[src/rtl/cfg_persist_pkg.sv]
package cfg_persist_pkg;
  typedef enum logic [1:0] {OP_NONE, OP_SAVE, OP_RESTORE, OP_BOOT} op_e;

  // map a command byte to an operation
  function automatic op_e decode_cmd(input logic [7:0] code,
                                     input logic [7:0] save_code,
                                     input logic [7:0] rest_code);
    if (code == save_code) return OP_SAVE;
    if (code == rest_code) return OP_RESTORE;
    return OP_NONE;
  endfunction

  // user interlock: powered, PLL enabled, lock bit clear
  function automatic logic user_ok(input logic pwr, input logic hold, input logic lock);
    return pwr & ~hold & ~lock;
  endfunction

  // duration in cycles for an operation
  function automatic logic [31:0] op_len(input op_e op, input logic [31:0] s_len,
                                         input logic [31:0] r_len, input logic [31:0] b_len);
    case (op)
      OP_SAVE:    return s_len;
      OP_RESTORE: return r_len;
      default:    return b_len;
    endcase
  endfunction
endpackage

[src/rtl/cfg_persist_frame.sv]
module cfg_persist_frame
  import cfg_persist_pkg::*;
#(
  parameter logic [6:0] DEV_ADDR     = 7'h6A,
  parameter logic [7:0] SAVE_CODE    = 8'hA5,
  parameter logic [7:0] RESTORE_CODE = 8'h5A
) (
  input  logic       clk,
  input  logic       rst_n,
  input  logic       busy,
  input  logic       ev_start,
  input  logic       ev_stop,
  input  logic       ev_byte_valid,
  input  logic [7:0] ev_byte,
  output logic       ack,
  output op_e        req_op
);
  logic       in_frame, addr_hit, wr_frame;
  logic [1:0] nbytes;
  logic [7:0] cmd_q;
  logic       addr_match;

  assign addr_match = (ev_byte[7:1] == DEV_ADDR);

  always_comb begin
    ack = 1'b0;
    if (ev_byte_valid && in_frame && !busy)
      ack = (nbytes == 2'd0) ? addr_match : (addr_hit & wr_frame);
  end

  always_comb begin
    req_op = OP_NONE;
    if (ev_stop && in_frame && !busy && addr_hit && wr_frame && nbytes == 2'd2)
      req_op = decode_cmd(cmd_q, SAVE_CODE, RESTORE_CODE);
  end

  always_ff @(posedge clk or negedge rst_n) begin
    if (!rst_n) begin
      in_frame <= 1'b0;
      addr_hit <= 1'b0;
      wr_frame <= 1'b0;
      nbytes   <= 2'd0;
      cmd_q    <= 8'h00;
    end else if (busy) begin
      in_frame <= 1'b0;
      addr_hit <= 1'b0;
      nbytes   <= 2'd0;
    end else if (ev_start) begin
      in_frame <= 1'b1;
      addr_hit <= 1'b0;
      wr_frame <= 1'b0;
      nbytes   <= 2'd0;
    end else if (ev_stop) begin
      in_frame <= 1'b0;
    end else if (ev_byte_valid && in_frame) begin
      if (nbytes == 2'd0) begin
        addr_hit <= addr_match;
        wr_frame <= ~ev_byte[0];
      end
      if (nbytes == 2'd1) cmd_q <= ev_byte;
      if (nbytes != 2'd3) nbytes <= nbytes + 2'd1;
    end
  end


  short_frame_chk: assert property (@(posedge clk) disable iff (!rst_n)
    (ev_stop && nbytes != 2'd2) |-> req_op == OP_NONE);
endmodule

[src/rtl/cfg_persist_timer.sv]
module cfg_persist_timer #(
  parameter int CW       = 8,
  parameter int BOOT_LEN = 32
) (
  input  logic          clk,
  input  logic          rst_n,
  input  logic          load,
  input  logic [CW-1:0] len,
  input  logic          run,
  output logic          busy,
  output logic          fin
);
  logic [CW-1:0] cnt;

  assign fin = busy & run & (cnt == '0);

  always_ff @(posedge clk or negedge rst_n) begin
    if (!rst_n) begin
      busy <= 1'b1;
      cnt  <= CW'(BOOT_LEN - 1);
    end else if (load && !busy) begin
      busy <= 1'b1;
      cnt  <= len - CW'(1);
    end else if (busy && run) begin
      if (cnt == '0) busy <= 1'b0;
      else           cnt  <= cnt - CW'(1);
    end
  end


  fin_clears_chk: assert property (@(posedge clk) disable iff (!rst_n)
    fin |=> !busy);

  hold_count_chk: assert property (@(posedge clk) disable iff (!rst_n)
    (busy && !run) |=> (busy && $stable(cnt)));
endmodule

[src/rtl/cfg_persist_store.sv]
module cfg_persist_store #(
  parameter int         W         = 96,
  parameter logic [W-1:0] STORE_INIT = '0
) (
  input  logic         clk,
  input  logic         rst_n,
  input  logic         busy,
  input  logic         load_en,
  input  logic [W-1:0] load_data,
  input  logic         save_fin,
  input  logic         rest_fin,
  output logic [W-1:0] cfg_q
);
  logic [W-1:0] store_q;

  always_ff @(posedge clk or negedge rst_n) begin
    if (!rst_n) begin
      cfg_q   <= '0;
      store_q <= STORE_INIT;
    end else begin
      if (rest_fin)                cfg_q <= store_q;
      else if (load_en && !busy)   cfg_q <= load_data;
      if (save_fin)                store_q <= cfg_q;
    end
  end


  store_hold_chk: assert property (@(posedge clk) disable iff (!rst_n)
    !save_fin |=> $stable(store_q));
endmodule

[src/rtl/cfg_persist_seq.sv]
module cfg_persist_seq
  import cfg_persist_pkg::*;
#(
  parameter int         W            = 96,
  parameter int         LOCK_BIT     = 57,
  parameter logic [6:0] DEV_ADDR     = 7'h6A,
  parameter logic [7:0] SAVE_CODE    = 8'hA5,
  parameter logic [7:0] RESTORE_CODE = 8'h5A,
  parameter int         SAVE_CYCLES    = 64,
  parameter int         RESTORE_CYCLES = 24,
  parameter int         BOOT_CYCLES    = 32,
  parameter logic [W-1:0] STORE_INIT = '0
) (
  input  logic         clk,
  input  logic         rst_n,
  input  logic         ev_start,
  input  logic         ev_stop,
  input  logic         ev_byte_valid,
  input  logic [7:0]   ev_byte,
  output logic         ack,
  input  logic         pwr_on,
  input  logic         pll_hold,
  input  logic         cfg_load,
  input  logic [W-1:0] cfg_load_data,
  output logic [W-1:0] cfg_q,
  output logic         busy,
  output logic         done
);
  localparam int MAXC = (SAVE_CYCLES > RESTORE_CYCLES) ?
                        ((SAVE_CYCLES > BOOT_CYCLES) ? SAVE_CYCLES : BOOT_CYCLES) :
                        ((RESTORE_CYCLES > BOOT_CYCLES) ? RESTORE_CYCLES : BOOT_CYCLES);
  localparam int CW = $clog2(MAXC + 1);

  op_e           req_op, op_q;
  logic          go, fin, run, save_fin, rest_fin, boot_done_q;
  logic [CW-1:0] len;

  cfg_persist_frame #(.DEV_ADDR(DEV_ADDR), .SAVE_CODE(SAVE_CODE),
                      .RESTORE_CODE(RESTORE_CODE)) u_frame (
    .clk(clk), .rst_n(rst_n), .busy(busy), .ev_start(ev_start), .ev_stop(ev_stop),
    .ev_byte_valid(ev_byte_valid), .ev_byte(ev_byte), .ack(ack), .req_op(req_op));

  assign go  = (req_op != OP_NONE) && user_ok(pwr_on, pll_hold, cfg_q[LOCK_BIT]);
  assign len = CW'(op_len(req_op, SAVE_CYCLES, RESTORE_CYCLES, BOOT_CYCLES));
  assign run = (op_q != OP_BOOT) | pwr_on;

  cfg_persist_timer #(.CW(CW), .BOOT_LEN(BOOT_CYCLES)) u_timer (
    .clk(clk), .rst_n(rst_n), .load(go), .len(len), .run(run), .busy(busy), .fin(fin));

  assign save_fin = fin && (op_q == OP_SAVE);
  assign rest_fin = fin && (op_q == OP_RESTORE || op_q == OP_BOOT);

  cfg_persist_store #(.W(W), .STORE_INIT(STORE_INIT)) u_store (
    .clk(clk), .rst_n(rst_n), .busy(busy), .load_en(cfg_load), .load_data(cfg_load_data),
    .save_fin(save_fin), .rest_fin(rest_fin), .cfg_q(cfg_q));

  always_ff @(posedge clk or negedge rst_n) begin
    if (!rst_n) begin
      op_q        <= OP_BOOT;
      done        <= 1'b0;
      boot_done_q <= 1'b0;
    end else begin
      if (go) op_q <= req_op;
      done <= fin;
      if (fin) boot_done_q <= 1'b1;
    end
  end


  boot_zero_chk: assert property (@(posedge clk) disable iff (!rst_n)
    !boot_done_q |-> cfg_q == '0);

  start_after_stop_chk: assert property (@(posedge clk) disable iff (!rst_n)
    $rose(busy) |-> $past(ev_stop));

  quiet_busy_chk: assert property (@(posedge clk) disable iff (!rst_n)
    busy |-> !ack);

  blocked_cmd_chk: assert property (@(posedge clk) disable iff (!rst_n)
    (req_op != OP_NONE && !go) |=> !busy);

  cfg_frozen_chk: assert property (@(posedge clk) disable iff (!rst_n)
    (busy && !fin) |=> $stable(cfg_q));

  done_pulse_chk: assert property (@(posedge clk) disable iff (!rst_n)
    done |=> !done);
endmodule

[config.mk]
export PLATFORM = sky130hd
export DESIGN_NAME = cfg_persist_seq
export DESIGN_NICKNAME = d
export VERILOG_FILES = /design/src/rtl/cfg_persist_pkg.sv /design/src/rtl/cfg_persist_frame.sv /design/src/rtl/cfg_persist_timer.sv /design/src/rtl/cfg_persist_store.sv /design/src/rtl/cfg_persist_seq.sv
export SDC_FILE = /design/constraint.sdc
export NUM_CORES = 1
export LEC_CHECK = 0
export BUFFER_PORTS_ARGS = -buffer_cell sky130_fd_sc_hd__buf_2
export CORE_MARGIN = 2
export CORE_UTILIZATION = 45
export CTS_CLUSTER_DIAMETER = 50
export CTS_CLUSTER_SIZE = 12
export DETAILED_ROUTE_END_ITERATION = 10
export GPL_ROUTABILITY_DRIVEN = 0
export GPL_TIMING_DRIVEN = 0
export PLACE_DENSITY = 0.66
export SYNTH_ARGS = -nofsm -noshare
export SYNTH_HDL_FRONTEND = slang
export SYNTH_SLANG_ARGS = --single-unit
[constraint.sdc]
create_clock -name clk -period 4.05 [get_ports clk]
set_input_delay 0.405 -clock clk [delete_from_list [all_inputs] [get_ports clk]]
set_output_delay 0.405 -clock clk [all_outputs]
set_load 0.03 [all_outputs]
Word level (Yosys, flattened, before mapping)
Index checks and enable logic that the tools add are counted.
{"block": "totals", "register_bits": 216, "latchBits": 0, "ram_bits": 0, "mem_bits_ro": 0, "in_bits": 112, "output_inout_bits": 99, "wordCells": 112, "n_memories": 0}
{"block": "classes", "addsub": 3, "n_mul": 0, "div": 0, "order_cmp": 0, "eq_ne": 15, "n_shift": 0, "mux": 38, "bitwise_logic": 12, "n_reduce_logical": 33}
{"op": "two-way mux 96 bit", "count": 2}
{"op": "two-way mux 1 bit", "count": 22}
{"op": "two-way mux 7 bit", "count": 3}
{"op": "two-way mux 2 bit", "count": 10}
{"op": "one-hot mux 7 bit (2 select lines)", "count": 1}
{"op": "subtractor 7 x 1 -> 7 bit (second input constant)", "count": 2}
{"op": "logical AND 1 bit", "count": 13}
{"op": "nonzero test 2 bit", "count": 6}
{"op": "nonzero test 3 bit", "count": 4}
{"op": "equality test 2 bit (second input constant)", "count": 4}
{"op": "equality test 8 x 7 -> 1 bit (second input constant)", "count": 1}
{"op": "equality test 8 bit (second input constant)", "count": 1}
{"op": "equality test 7 bit (second input constant)", "count": 1}
{"op": "zero test 7 bit", "count": 1}
{"op": "equality test 2 x 1 -> 1 bit (second input constant)", "count": 3}
{"op": "!= test 2 bit (second input constant)", "count": 3}
{"op": "inverter 1 bit", "count": 6}
{"op": "AND reduction 3 bit", "count": 2}
{"op": "AND 1 bit", "count": 5}
{"op": "AND reduction 5 bit", "count": 1}
{"op": "AND reduction 2 bit", "count": 2}
{"op": "AND reduction 4 bit", "count": 1}
{"op": "!= test 3 x 2 -> 1 bit (second input constant)", "count": 1}
{"op": "adder 2 x 1 -> 2 bit (second input constant)", "count": 1}
{"op": "other kinds (5)", "count": 5}

Depth between registers and ports, before layout
{"block": "logic_depth", "word_depth": 16, "mapped_depth": 16, "depth_no_buf": 15}

Modules after synthesis
From an unflattened synthesis, not the netlist that was laid out.
{"block": "unflattened", "hier_cells": 889, "hier_area_um2": 10885.4}
{"mod": "cfg_persist_store", "instances": 1, "cells_each": 746, "area_per_inst_um2": 9326.4, "seq_area_each_um2": 4804.6}
{"mod": "cfg_persist_frame", "instances": 1, "cells_each": 60, "area_per_inst_um2": 729.4, "seq_area_each_um2": 325.3}
{"mod": "cfg_persist_timer", "instances": 1, "cells_each": 66, "area_per_inst_um2": 631.9, "seq_area_each_um2": 207.7}
{"mod": "cfg_persist_seq", "instances": 1, "cells_each": 17, "area_per_inst_um2": 197.7, "seq_area_each_um2": 77.6}

Worst setup path before layout
OpenSTA, ideal clock, no wires.
{"block": "synth_timing", "path_kind": "flip-flop to flip-flop", "start": "register u_frame.cmd_q[0]", "end": "register u_timer.cnt[4]", "setup_time_ns": 0.077, "arrival_time_ns": 3.328, "required_time_ns": 3.973, "setup_slack_ns": 0.645, "stages_incl_launch_ff": 14, "path_buffers": 1, "period_less_slack_ns": 3.405, "path_cell_list": "dfrtp_1 -> or4b_2 -> nor3_1 -> inv_1 -> ha_1 -> nor4b_1 -> nand2_1 -> clkbuf_1 -> nand2_1 -> ha_1 -> and2_1 -> nand3_1 -> or3_1 -> a31oi_1"}
{"block": "synth_between", "elab_chain_len": 12, "elab_cells_between_ends": 22, "classes_between": "1 x add/sub; 5 x eq/ne; 11 x mux; 5 x reduce/logical"}
{"element": "start: declaration", "line_no": "cfg_persist_frame.sv:20", "rtl": "logic [7:0] cmd_q;"}
{"element": "start signal: assignment", "line_no": "cfg_persist_frame.sv:60", "rtl": "if (nbytes == 2'd1) cmd_q <= ev_byte;"}
{"element": "equality test 8 x 7 -> 1 bit", "line_no": "cfg_persist_pkg.sv:9", "rtl": "if (code == rest_code) return OP_RESTORE;"}
{"element": "two-way mux 1 bit (2 in series)", "line_no": "cfg_persist_pkg.sv:9"}
{"element": "two-way mux 1 bit", "line_no": "cfg_persist_frame.sv:33", "rtl": "if (ev_stop && in_frame && !busy && addr_hit && wr_frame && nbytes == 2'd2)"}
{"element": "two-way mux 2 bit", "line_no": "cfg_persist_pkg.sv:10", "rtl": "return OP_NONE;"}
{"element": "two-way mux 2 bit *", "line_no": "cfg_persist_pkg.sv:9"}
{"element": "two-way mux 2 bit *", "line_no": "cfg_persist_frame.sv:33"}
{"element": "named net req_op[1]", "line_no": "cfg_persist_seq.sv:34", "rtl": "op_e req_op, op_q;"}
{"element": "branches (longest 5 deep; another with subtractor 7 x 1 -> 7 bit)"}
{"element": "end signal: assignment", "line_no": "cfg_persist_timer.sv:20", "rtl": "cnt <= CW'(BOOT_LEN - 1);"}
{"element": "end signal: assignment", "line_no": "cfg_persist_timer.sv:23", "rtl": "cnt <= len - CW'(1);"}
{"element": "end signal: assignment", "line_no": "cfg_persist_timer.sv:26", "rtl": "else cnt <= cnt - CW'(1);"}
{"element": "end: declaration", "line_no": "cfg_persist_timer.sv:13", "rtl": "logic [CW-1:0] cnt;"}
Mark *: on every way through the listed nets, which the timed path passes. The select of a mux whose other input is x is not followed.
A chain may end at the register's enable or synchronous reset.

Worst setup path after layout
{"block": "layout_timing", "start": "register u_frame.cmd_q[1]", "end": "register u_timer.cnt[4]"}
The elaborated chain is that of the path after synthesis.

==> impl_summary.log <==
INFO  metric status = complete, but fails checks
INFO  metric failing_checks = negative hold slack
INFO  metric synth_edf_count = 0
INFO  metric layout.cells.most_common_list = 225 x sky130_fd_sc_hd__buf_2, 208 x sky130_fd_sc_hd__dfrtp_1, 99 x sky130_fd_sc_hd__and2_1, 96 x sky130_fd_sc_hd__a221o_1, 85 x sky130_fd_sc_hd__mux2_2
INFO  metric crit_buf_inv = 2
INFO  metric final_max_slew_viol_count = 0
INFO  metric min_period = 3.73 ns
INFO  metric first_pass_iters = 4
INFO  metric timing.hold.worst.class = in2async
INFO  metric switching_share = 25.1%
INFO  metric peakVddDrop = 0.279 mV
INFO  metric synthesis.area = 0.00908 mm2
INFO  metric num_vias = 6242
INFO  metric clkSinkCount = 216
INFO  metric async_reset_ff_share = 100%
INFO  metric number_of_global_route_vias_before_repair = 6299
INFO  metric ctsLongestPathBuffers = 3
INFO  metric setup.worst_path.start_class = register
INFO  metric antenna_found_initial = 2
INFO  metric drt.antenna.violating_nets = 0
INFO  metric postPlaceCellArea = 0.0105 mm2
INFO  metric die_y = 146 um
INFO  metric fin_worst_hold_slack = -0.0482 ns
INFO  metric num-fill-cells = 1641
INFO  metric timing.critical_path.slowest_stage_cell = sky130_fd_sc_hd__or4b_2
INFO  metric reg2reg_slack = 0.32 ns
INFO  metric wirelength = 20700 um
INFO  metric clkTransAtPathRegs = 0.06 ns
INFO  metric yosys.cell_types.count = 43
INFO  metric max_slew.worst_pin.slew = 0.886 ns
INFO  metric post_route_cells_drive_above_1_share = 41.4%
INFO  metric critical_path.cell_chain = or4b_2, nor3_1, inv_1, ha_1, nor4b_2, nand2_1, clkbuf_1, nand2_1, ha_1, and2_1, nand3_1, or3_1, a31oi_1
INFO  metric max_clock_freq = 0.268 GHz
INFO  metric syn_inst = 652
INFO  metric combinationalPowerShare = 10.8%
INFO  metric internal_power = 3860 uW
INFO  metric finish.cell_count_without_fillers = 1176
INFO  metric dpl.cell_count = 1128
INFO  metric initial_utilization = 46.2%
INFO  metric max_stage_delay = 0.68 ns
INFO  metric dp_hpwl = 13900 um
INFO  metric finalHoldViolations = 15
INFO  metric power_frac_seq = 45.5%
INFO  metric ys_seq_elements = 216
INFO  metric nets = 1010
INFO  metric rsz0062_at_grt = no
INFO  metric drc_errors = 0
INFO  metric cp_max_fo = 10
INFO  metric post_drt_wl_per_cell = 17.6 um
INFO  metric yosysWarningCount = 0
INFO  metric share_clk_of_total_power = 43.6%
INFO  metric overflow = 0
INFO  metric synthesis.nets = 772
INFO  metric avgViaCountPerCell = 5.31
INFO  metric tritoncts = built
INFO  metric critical_path_class = reg2reg
INFO  metric critPathArrivalTime = 4.15 ns
INFO  metric static-leakage-power = 0.00565 uW
INFO  metric synth_flop_cell = sky130_fd_sc_hd__dfrtp_1
INFO  metric cp_data_required_time = 4.46 ns
INFO  metric insertion_delay = 0.50 ns
INFO  metric rr_worst_depth = 13
INFO  metric globalRouteTotalUtil = 19.2%
INFO  metric setup-violations-final = 0
INFO  metric power.density = 454 mW/mm2
INFO  metric top_level_ports = 211
INFO  metric worst_setup_path_end_kind = register
INFO  metric cts_max_level = 1
INFO  metric area_growth = 25.0%
INFO  metric postSynthAreaPerCell = 13.9 um2
INFO  metric tot_pwr = 5150 uW
INFO  metric mostFrequentLayoutCell = sky130_fd_sc_hd__buf_2
INFO  metric die_w = 146 um
INFO  metric detailedRoute.firstIterationViolations = 332
INFO  metric net-switching-power = 1290 uW
INFO  metric pin_count_of_the_biggest_net_entering_global_routing = 116
INFO  metric min_period_over_period = 92.2%
INFO  metric floorplan.core_area = 0.0197 mm2
INFO  metric slew-limit-headroom = 40.9%
INFO  metric grt_first_pass_wirelength = 33800 um
INFO  metric postCtsHoldBufs = 0
INFO  metric path_delay_family = simple AND/OR/NAND/NOR gates
INFO  metric utilization = 57.7%
INFO  metric cts-root-buf = sky130_fd_sc_hd__clkbuf_16
INFO  metric die_area = 0.0213 mm2
INFO  metric post-route-cell-area = 0.0113 mm2
INFO  metric placementRows = 51
INFO  metric numPortBuffers = 210
INFO  metric worstSetupPathDepth = 13
INFO  metric clock_skews = 0.0153 ns
INFO  metric yosysSeqAreaShare = 59.6%
INFO  metric number_of_cts_inserted_buffers = 25
INFO  metric max_cap_violations = 0
## worst register-to-register path, cell delays in order, from the launching register on
cell                       delay (ns)
sky130_fd_sc_hd__dfrtp_1         0.38
sky130_fd_sc_hd__or4b_2          0.68
sky130_fd_sc_hd__nor3_1          0.30
sky130_fd_sc_hd__inv_1           0.12
sky130_fd_sc_hd__ha_1            0.22
sky130_fd_sc_hd__nor4b_2         0.33
sky130_fd_sc_hd__nand2_1         0.18
sky130_fd_sc_hd__clkbuf_1        0.26
sky130_fd_sc_hd__nand2_1         0.13
sky130_fd_sc_hd__ha_1            0.25
sky130_fd_sc_hd__and2_1          0.17
sky130_fd_sc_hd__nand3_1         0.09
sky130_fd_sc_hd__or3_1           0.33
sky130_fd_sc_hd__a31oi_1         0.19
## per-stage QoR
step,TNS (ns),setup slack (ns),hold WS [ns]
2_1_floorplan,0,0.645,0.109
3_3_place_gp,-245.73,-1.21,0.469
3_5_place_dp,0,0.0933,0.478
4_1_cts,0,0.0658,0.00918
5_1_grt,0,0.0323,0.0346
6_report,0,0.316,-0.0482
## final cells by class
class	instances	area (um2)	share of cell area, %
Antenna cell	3	7.51	0.0661
Buffer	44	256	2.26
Clock buffer	35	693	6.11
Clock inverter	10	135	1.19
Inverter	7	26.3	0.232
Multi-Input combinational cell	385	3400	29.9
Sequential cell	216	5420	47.7
Tap cell	265	332	2.92
Timing Repair Buffer	211	1090	9.59
## registers in the layout, indices dropped and copies added (netlist names)
register,count
u_frame.addr_hit,1
u_frame.cmd_q,8
u_store.cfg_q,96
u_store.store_q,96
u_timer.cnt,7
u_frame.wr_frame,1
u_frame.in_frame,1
done,1
u_frame.nbytes,2
u_timer.busy,1
op_q,2
## power by group through the flow
| stage | Sequential (uW) | Combinational [uW] | Clock (uW) |
|---|---|---|---|
| finish | 2350 | 559 | 2250 |
| global placement | 2380 | 558 | 0 |
| global route | 2360 | 603 | 2390 |
| CTS | 2340 | 568 | 2310 |
| floorplan | 2540 | 160 | 0 |
| detailed placement | 2380 | 567 | 0 |
## routing by layer
metal / up-vias / global-route usage (%) / wire, um
met1: 3112 / 27.7 / 9730
met4: 0 / 4.51 / 354
met3: 25 / 4.97 / 1480
met2: 191 / 29.2 / 9130
li1: 2914 / - / -
met5: - / 0 / 0
## cells by family (layout without fill, tap and decap cells)
kind of cell               count (synthesis)  count (layout)  synth area share [%]
AOI/OAI and AO/OA                        110             110                  11.7
xor gates and xnor gates                   3               3                 0.289
adders and majority gates                  8               8                  1.10
buffers and inverters                     51             307                  3.11
DFF                                      216             216                  59.6
muxes                                    112             112                  13.8
other                                      0               3                     0
and+or+nand+nor                          152             152                  10.4
## path summary, 6_finish.rpt
path | startpoint | end
max in group asynchronous | rst_n | u_store.store_q[36]
setup reg to reg | u_frame.cmd_q[1] | u_timer.cnt[4]
hold reg to reg | u_store.store_q[70] | u_store.store_q[70]
setup / recovery | u_frame.cmd_q[1] | u_timer.cnt[4]
hold / removal | rst_n | u_store.cfg_q[79]
min in group clk | ev_byte[0] | u_frame.wr_frame
## synth_stat cells, types with 9 or more instances
library cell,count,area share (%)
sky130_fd_sc_hd__dfrtp_1,208,57
sky130_fd_sc_hd__buf_2,16,0.88
sky130_fd_sc_hd__and2_1,99,6.8
sky130_fd_sc_hd__buf_6,9,1.1
sky130_fd_sc_hd__clkbuf_1,17,0.70
sky130_fd_sc_hd__mux2_2,85,11
sky130_fd_sc_hd__a221o_1,96,11
sky130_fd_sc_hd__mux2_1,22,2.7
sky130_fd_sc_hd__nand2_1,11,0.45
## what timing repair did
item | 4_1_cts | 5_1_grt
resized for setup | 0 | 2
setup endpoints to repair | 0 | 2
setup buffers | 0 | 0
(Power assumes the default switching activity.)
